`src/rtl/l3l4_filt_pkg.sv`:
```
package l3l4_filt_pkg;

    typedef enum logic [1:0] {
        L4_OTHER = 2'b00,
        L4_TCP   = 2'b01,
        L4_UDP   = 2'b10,
        L4_RSVD  = 2'b11
    } l4_kind_e;

    typedef enum logic {
        S_IDLE   = 1'b0,
        S_REPORT = 1'b1
    } rep_state_e;

    // Control word bit positions
    localparam int CB_V6       = 0;
    localparam int CB_SA_EN    = 2;
    localparam int CB_SA_INV   = 3;
    localparam int CB_DA_EN    = 4;
    localparam int CB_DA_INV   = 5;
    localparam int CB_SMASK_LO = 6;
    localparam int CB_DMASK_LO = 11;
    localparam int CB_UDP      = 16;
    localparam int CB_SP_EN    = 18;
    localparam int CB_SP_INV   = 19;
    localparam int CB_DP_EN    = 20;
    localparam int CB_DP_INV   = 21;
    localparam int MASK_W      = 5;

    localparam int GLOBAL_EN_BIT = 20;

    // Keep-mask: ones above the k ignored low bits
    function automatic logic [127:0] keep_above(input logic [MASK_W-1:0] k);
        logic [127:0] ones;
        ones = '1;
        return ones << k;
    endfunction

endpackage

```
`src/rtl/l3l4_addr_cmp.sv`:
```
module l3l4_addr_cmp
    import l3l4_filt_pkg::*;
#(
    parameter int ADDR_W = 128,
    parameter int V4_W   = 32
) (
    input  logic              clk,
    input  logic              rst_n,
    input  logic              mode_v6,
    input  logic              pkt_v6,
    input  logic [ADDR_W-1:0] pkt_addr,
    input  logic [ADDR_W-1:0] ref_addr,
    input  logic [MASK_W-1:0] mask_k,
    input  logic              inv,
    output logic              pass
);
    logic [ADDR_W-1:0] width_keep;
    logic [ADDR_W-1:0] low_keep;
    logic [ADDR_W-1:0] diff;
    logic              ver_ok;
    logic              raw;

    always_comb begin
        width_keep = mode_v6 ? '1 : {{(ADDR_W-V4_W){1'b0}}, {V4_W{1'b1}}};
        low_keep   = keep_above(mask_k);
        diff       = (pkt_addr ^ ref_addr) & width_keep & low_keep;
        ver_ok     = (mode_v6 == pkt_v6);
        raw        = ver_ok && (diff == '0);
        pass       = raw ^ inv;
    end


    ver_gate_chk: assert property (@(posedge clk) disable iff (!rst_n)
        (mode_v6 != pkt_v6) |-> (pass == inv));

endmodule

```
`src/rtl/l3l4_port_cmp.sv`:
```
module l3l4_port_cmp
    import l3l4_filt_pkg::*;
#(
    parameter int PORT_W = 16
) (
    input  logic              clk,
    input  logic              rst_n,
    input  logic              sel_udp,
    input  logic [1:0]        pkt_l4,
    input  logic [PORT_W-1:0] pkt_port,
    input  logic [PORT_W-1:0] ref_port,
    input  logic              inv,
    output logic              pass
);
    logic proto_ok;
    logic raw;

    always_comb begin
        proto_ok = sel_udp ? (pkt_l4 == L4_UDP) : (pkt_l4 == L4_TCP);
        raw      = proto_ok && (pkt_port == ref_port);
        pass     = raw ^ inv;
    end


    proto_gate_chk: assert property (@(posedge clk) disable iff (!rst_n)
        ((pkt_l4 == L4_OTHER) || (pkt_l4 == L4_RSVD)) |-> (pass == inv));

endmodule

```
`src/rtl/l3l4_filt_entry.sv`:
```
module l3l4_filt_entry
    import l3l4_filt_pkg::*;
#(
    parameter int ADDR_W = 128,
    parameter int PORT_W = 16,
    parameter int CTRL_W = 32
) (
    input  logic                clk,
    input  logic                rst_n,
    input  logic [CTRL_W-1:0]   ctrl,
    input  logic [2*PORT_W-1:0] port_word,
    input  logic [ADDR_W-1:0]   addr_word,
    input  logic                pkt_v6,
    input  logic [1:0]          pkt_l4,
    input  logic [ADDR_W-1:0]   pkt_src_addr,
    input  logic [ADDR_W-1:0]   pkt_dst_addr,
    input  logic [PORT_W-1:0]   pkt_src_port,
    input  logic [PORT_W-1:0]   pkt_dst_port,
    output logic                hit,
    output logic                inverting
);
    localparam int V4_W = 32;
    localparam int NDIR = 2;   // 0 = source, 1 = destination

    logic [NDIR-1:0]   a_en, a_inv, a_pass;
    logic [NDIR-1:0]   p_en, p_inv, p_pass;
    logic [MASK_W-1:0] a_k   [NDIR];
    logic [ADDR_W-1:0] a_ref [NDIR];
    logic [ADDR_W-1:0] a_pkt [NDIR];
    logic [PORT_W-1:0] p_ref [NDIR];
    logic [PORT_W-1:0] p_pkt [NDIR];
    logic              mode_v6;
    logic              any_en;
    logic              v6_conflict;
    logic              unused_rsvd;

    assign mode_v6     = ctrl[CB_V6];
    assign unused_rsvd = ^{ctrl[CTRL_W-1:CB_DP_INV+1], ctrl[CB_UDP+1], ctrl[1]};

    always_comb begin
        a_en  = {ctrl[CB_DA_EN],  ctrl[CB_SA_EN]};
        a_inv = {ctrl[CB_DA_INV], ctrl[CB_SA_INV]};
        p_en  = {ctrl[CB_DP_EN],  ctrl[CB_SP_EN]};
        p_inv = {ctrl[CB_DP_INV], ctrl[CB_SP_INV]};
        a_k[0] = ctrl[CB_SMASK_LO +: MASK_W];
        a_k[1] = ctrl[CB_DMASK_LO +: MASK_W];
        a_pkt[0] = pkt_src_addr;
        a_pkt[1] = pkt_dst_addr;
        if (mode_v6) begin
            a_ref[0] = addr_word;
            a_ref[1] = addr_word;
        end else begin
            a_ref[0] = {{(ADDR_W-V4_W){1'b0}}, addr_word[V4_W-1:0]};
            a_ref[1] = {{(ADDR_W-V4_W){1'b0}}, addr_word[2*V4_W-1:V4_W]};
        end
        p_ref[0] = port_word[PORT_W-1:0];
        p_ref[1] = port_word[2*PORT_W-1:PORT_W];
        p_pkt[0] = pkt_src_port;
        p_pkt[1] = pkt_dst_port;
    end

    for (genvar d = 0; d < NDIR; d++) begin : g_dir
        l3l4_addr_cmp #(.ADDR_W(ADDR_W), .V4_W(V4_W)) u_acmp (
            .clk      (clk),
            .rst_n    (rst_n),
            .mode_v6  (mode_v6),
            .pkt_v6   (pkt_v6),
            .pkt_addr (a_pkt[d]),
            .ref_addr (a_ref[d]),
            .mask_k   (a_k[d]),
            .inv      (a_inv[d]),
            .pass     (a_pass[d])
        );
        l3l4_port_cmp #(.PORT_W(PORT_W)) u_pcmp (
            .clk      (clk),
            .rst_n    (rst_n),
            .sel_udp  (ctrl[CB_UDP]),
            .pkt_l4   (pkt_l4),
            .pkt_port (p_pkt[d]),
            .ref_port (p_ref[d]),
            .inv      (p_inv[d]),
            .pass     (p_pass[d])
        );
    end

    always_comb begin
        any_en      = |{a_en, p_en};
        v6_conflict = mode_v6 && (&a_en);
        hit = any_en && !v6_conflict
              && ((a_pass | ~a_en) == '1)
              && ((p_pass | ~p_en) == '1);
        inverting = |{a_en & a_inv, p_en & p_inv};
    end


    zero_ctrl_chk: assert property (@(posedge clk) disable iff (!rst_n)
        (ctrl == '0) |-> !hit);


    v6_dual_chk: assert property (@(posedge clk) disable iff (!rst_n)
        (ctrl[CB_V6] && ctrl[CB_SA_EN] && ctrl[CB_DA_EN]) |-> !hit);


    src_fail_chk: assert property (@(posedge clk) disable iff (!rst_n)
        (ctrl[CB_SA_EN] && !g_dir[0].u_acmp.pass) |-> !hit);

endmodule

```
`src/rtl/l3l4_match_filter.sv`:
```
module l3l4_match_filter
    import l3l4_filt_pkg::*;
#(
    parameter int NUM_FILT = 4,
    parameter int ADDR_W   = 128,
    parameter int PORT_W   = 16
) (
    input  logic                       clk,
    input  logic                       rst_n,
    input  logic [31:0]                cfg_pkt_filter,
    input  logic [NUM_FILT*32-1:0]     cfg_ctrl,
    input  logic [NUM_FILT*32-1:0]     cfg_port,
    input  logic [NUM_FILT*ADDR_W-1:0] cfg_addr,
    input  logic                       pkt_valid,
    input  logic                       pkt_v6,
    input  logic [1:0]                 pkt_l4,
    input  logic [ADDR_W-1:0]          pkt_src_addr,
    input  logic [ADDR_W-1:0]          pkt_dst_addr,
    input  logic [PORT_W-1:0]          pkt_src_port,
    input  logic [PORT_W-1:0]          pkt_dst_port,
    output logic                       res_valid,
    output logic [NUM_FILT-1:0]        res_hit,
    output logic                       res_drop
);
    localparam int CTRL_W = 32;
    localparam int PWORD_W = 2 * PORT_W;

    rep_state_e          state, st_nxt;
    logic [NUM_FILT-1:0] hit_raw;
    logic [NUM_FILT-1:0] inv_vec;
    logic [NUM_FILT-1:0] hit_gated;
    logic                drop_c;
    logic                glob_en;
    logic                unused_pf;

    assign glob_en   = cfg_pkt_filter[GLOBAL_EN_BIT];
    assign unused_pf = ^{cfg_pkt_filter[31:GLOBAL_EN_BIT+1], cfg_pkt_filter[GLOBAL_EN_BIT-1:0]};

    for (genvar f = 0; f < NUM_FILT; f++) begin : g_filt
        l3l4_filt_entry #(.ADDR_W(ADDR_W), .PORT_W(PORT_W), .CTRL_W(CTRL_W)) u_ent (
            .clk          (clk),
            .rst_n        (rst_n),
            .ctrl         (cfg_ctrl[f*CTRL_W +: CTRL_W]),
            .port_word    (cfg_port[f*PWORD_W +: PWORD_W]),
            .addr_word    (cfg_addr[f*ADDR_W +: ADDR_W]),
            .pkt_v6       (pkt_v6),
            .pkt_l4       (pkt_l4),
            .pkt_src_addr (pkt_src_addr),
            .pkt_dst_addr (pkt_dst_addr),
            .pkt_src_port (pkt_src_port),
            .pkt_dst_port (pkt_dst_port),
            .hit          (hit_raw[f]),
            .inverting    (inv_vec[f])
        );
    end

    always_comb begin
        hit_gated = glob_en ? hit_raw : '0;
        drop_c    = glob_en && (|(inv_vec & ~hit_raw));
    end

    // State register
    always_ff @(posedge clk) begin
        if (!rst_n) state <= S_IDLE;
        else        state <= st_nxt;
    end

    always_comb begin
        st_nxt = state;
        unique case (state)
            S_IDLE:   st_nxt = pkt_valid ? S_REPORT : S_IDLE;
            S_REPORT: st_nxt = pkt_valid ? S_REPORT : S_IDLE;
            default:  st_nxt = S_IDLE;
        endcase
    end

    // Outputs
    always_ff @(posedge clk) begin
        if (!rst_n) begin
            res_hit  <= '0;
            res_drop <= 1'b0;
        end else if (pkt_valid) begin
            res_hit  <= hit_gated;
            res_drop <= drop_c;
        end else begin
            res_hit  <= '0;
            res_drop <= 1'b0;
        end
    end

    assign res_valid = (state == S_REPORT);


    strobe_follow_chk: assert property (@(posedge clk) disable iff (!rst_n)
        pkt_valid |=> res_valid);


    quiet_out_chk: assert property (@(posedge clk) disable iff (!rst_n)
        !res_valid |-> (res_hit == '0 && !res_drop));


    global_off_chk: assert property (@(posedge clk) disable iff (!rst_n)
        (pkt_valid && !glob_en) |=> (res_hit == '0 && !res_drop));


    back_to_back_chk: assert property (@(posedge clk) disable iff (!rst_n)
        (res_valid && pkt_valid) |=> res_valid);

endmodule

```
`config.mk`:
```
export PLATFORM = sky130hd
export DESIGN_NAME = l3l4_match_filter
export DESIGN_NICKNAME = d
export VERILOG_FILES = /design/src/rtl/l3l4_filt_pkg.sv /design/src/rtl/l3l4_addr_cmp.sv /design/src/rtl/l3l4_port_cmp.sv /design/src/rtl/l3l4_filt_entry.sv /design/src/rtl/l3l4_match_filter.sv
export SDC_FILE = /design/constraint.sdc
export NUM_CORES = 2
export LEC_CHECK = 0
export ABC_CLOCK_PERIOD_IN_PS = 4030
export BUFFER_PORTS_ARGS = -buffer_cell sky130_fd_sc_hd__buf_2
export CAP_MARGIN = 20
export CORE_AREA = 2 2 423 425
export DETAILED_ROUTE_END_ITERATION = 12
export DIE_AREA = 0 0 425 427
export PLACE_DENSITY = 0.44
export SYNTH_ARGS = -nofsm -noshare
export SYNTH_HDL_FRONTEND = slang
export SYNTH_SLANG_ARGS = --single-unit
```
`constraint.sdc`:
```
create_clock -name clk -period 4.03 [get_ports clk]
set_input_delay 0.6045 -clock clk [delete_from_list [all_inputs] [get_ports clk]]
set_output_delay 0.6045 -clock clk [all_outputs]
set_load 0.1 [all_outputs]
```
==> impl_metrics.csv <==
group,metric,value,unit
status,status,"complete, but fails checks",
status,violations,"negative setup slack",
power,p_comb_share,95.1,%
die,dieArea,181000,sq um
route,wl_per_cell,40.7,um
timing,rsz0062_at_grt,"true",
timing,setup_viol,2,
synth,ys_ff_latch,6,
route,remaining_drc_errors,0,
timing,drv_slew,0,
placed_design,dp.cells,7666,
die,ios,1100,
route,dr.pass1.iters,7,
synth,synth_edf_count,0,
timing,fin_crit_sh,103,%
timing,hold_viol,0,
critical_path,worst_ep_arrival_time,4300,ps
placed_design,placed_area,37900,sq um
cells_and_area,final-instance-count-excl-fill,7775,
die,start_util,14.6,%
critical_path,startpoint_type,"input pin",
power,p_per_area,148,nW/um^2
cells_and_area,stdcell_area,38700,sq um
synth,synth_largest_area_cell,"xor2_1",
route,vias,42583,
global_routing,grt_pass1_vias,37516,
synth,yosys-top-cells-area,"xor2_1 (14%), xnor2_1 (11%), a22oi_1 (9.6%), o21ai_0 (7.6%), nand3b_1 (5.6%)",
synth,syn_area,25900,sq um
global_routing,grt_max_degree,40,
power,switching_share,62.8,%
global_routing,grt_util_all_layers,32.7,%
timing,worst_pin_slew,1110,ps
timing,fmax,241,MHz
critical_path,worstPathMaxFanout,8,
cells_and_area,area_growth,49.3,%
clock_network,cts-root-buf,"clkbuf_16",
critical_path,max_stage_delay,520,ps
power,ir_drop,146,uV
clock_network,cts_buffer_depth,2,
synth,ys_seq_area_share,0.463,%
critical_path,cp_top_family,"simple AND/OR/NAND/NOR gates",
clock_network,ctsHoldBuffers,0,
global_routing,grt_pass1_wl,391,mm
synth,synthArstFlopShare,0,%
global_routing,antenna_found_initial,226,
die,row_count,155,
critical_path,crit_buf_inv,6,
critical_path,crit_type,"in2reg",
placed_design,place_congestion,1.07,
synth,yosys_warnings,0,
cells_and_area,fin_nets,6425,
placed_design,hpwl,284,mm
cells_and_area,fill_cells,20486,
die,core,177000,sq um
route,drt-initial-drc-count,5744,
die,die_h,427,um
power,power_frac_clock,3.7,%
critical_path,crit_path_end_kind,"register",
timing,finalSetupTns,-219,ps
cells_and_area,final_cell_mix,"buf_2 (1008), buf_4 (613), xor2_1 (406)",
synth,synth_nets,5068,
placed_design,portBuffers,1020,
critical_path,required,4180,ps
clock_network,clk_pin_slew,70,ps
timing,worst_slack,-119,ps
power,intPower,2130,uW
synth,syn_area_per_cell,6.52,sq um
die,die_w,425,um
route,antenna_left,0,
cells_and_area,utilization,21.8,%
timing,fin_crit,4150,ps
clock_network,htree_levels,1,
synth,synth_cell_types,79,
clock_network,cts_buffers,3,
critical_path,slowest_stage,"nand4b_1",
timing,slew_headroom,26.0,%
clock_network,clock_sinks,6,
route,viasPerCell,5.48,
power,seq_power_share,1.1,%
power,p_leak,0.0156,uW
route,routed_wl,316,mm
synth,syn_inst,3974,
synth,synth_flop_cell,"dfxtp_1",
clock_network,cts_tree,"done",
cells_and_area,drive_gt1_share,34.2,%
synth,synth_top_area_share,13.7,%
power,total_power,5720,uW
critical_path,path_cells,"clkbuf_16 > buf_16 > buf_12 > buf_4 > o21ai_0 > a22oi_2 > or4_4 > nor4_4 > nand4b_1 > buf_6 > a2111oi_4 > buf_4 > xnor2_1 > a221o_1 > a22oi_2 > a31oi_1",
worst_hold_path,hold_path_class,"in2reg",
global_routing,grt_overflow_total,0,
power,switchingPower,3590,uW
run,maxCapViolations,0,
cells_and_area,layout_commonest_cell,"buf_2",
worst paths after layout:
check,start,to,slack (ps),cells past startpoint
setup / recovery,cfg_ctrl[96],res_drop$_SDFF_PN0_,-120,16
hold / removal,rst_n,res_valid$_SDFF_PN0_,760,2
Yosys cell counts, types with 100 or more instances:
cell type    n
nand3b_1   192
o21ai_0    392
mux2i_1    125
nor4_1     124
nor2_1     340
xor2_1     406
o22ai_1    202
nor4bb_1   105
a22oi_1    333
nand2_1    314
buf_2      100
xnor2_1    334
clkbuf_1   186
kinds of logic (layout without fill, tap and decap cells):
logic type,Yosys count,in the layout,synth area share (%)
buffers and inverters,394,1749,6.39
XOR/XNOR,740,740,25.0
AND/OR/NAND/NOR,1345,1345,28.4
multiplexers,125,125,4.83
adder cells (fa/ha/maj),2,2,0.0772
AO/OA/AOI/OAI,1362,1362,34.9
flip-flops,6,6,0.463
other,0,91,0
through the flow:
| step | setup WS, ps | hold WS, ps |
|---|---|---|
| after floorplan | 804 | 749 |
| after global placement | -588 | 991 |
| after detailed placement | -561 | 1000 |
| after CTS | 0.191 | 744 |
| after global routing | -82.4 | 757 |
| final | -119 | 759 |
per-layer routing:
metal | vias to the layer above | wire (um) | GRT usage, %
li1 | 17834 | - | -
met1 | 21027 | 124000 | 40.3
met5 | - | 1150 | 0
met4 | 186 | 24400 | 21.3
met3 | 815 | 32300 | 10.1
met2 | 2721 | 134000 | 49.0
power groups by stage:
stage / logic, uW / clock network (uW) / registers [uW]
after floorplan: 2110 / 0 / 76.4
after global routing: 5560 / 215 / 64.1
after detailed placement: 5160 / 0 / 65.3
final: 5440 / 214 / 64.4
after CTS: 5230 / 209 / 64.1
after global placement: 5130 / 0 / 65.4
final cells by class:
cell class / count / area, sq um / share of cell area (%)
Multi-Input combinational cell: 3574 / 24400 / 63.0
Timing Repair Buffer: 1676 / 10700 / 27.6
Tap cell: 2355 / 2950 / 7.61
Inverter: 70 / 263 / 0.679
Antenna cell: 91 / 228 / 0.588
Sequential cell: 6 / 120 / 0.310
Clock buffer: 3 / 75.1 / 0.194
flip-flops by register name, indices dropped and copies added, names as in the netlist:
name and flops:
res_valid 1, res_hit 4, res_drop 1
what timing repair did:
action                                  CTS  global route
gates cloned                              2             0
endpoints found under the setup margin    3             3
gates resized for setup                  49            25
setup buffers                            12             2
pin swaps                                22             9
Power figures use the tool's default switching activity.
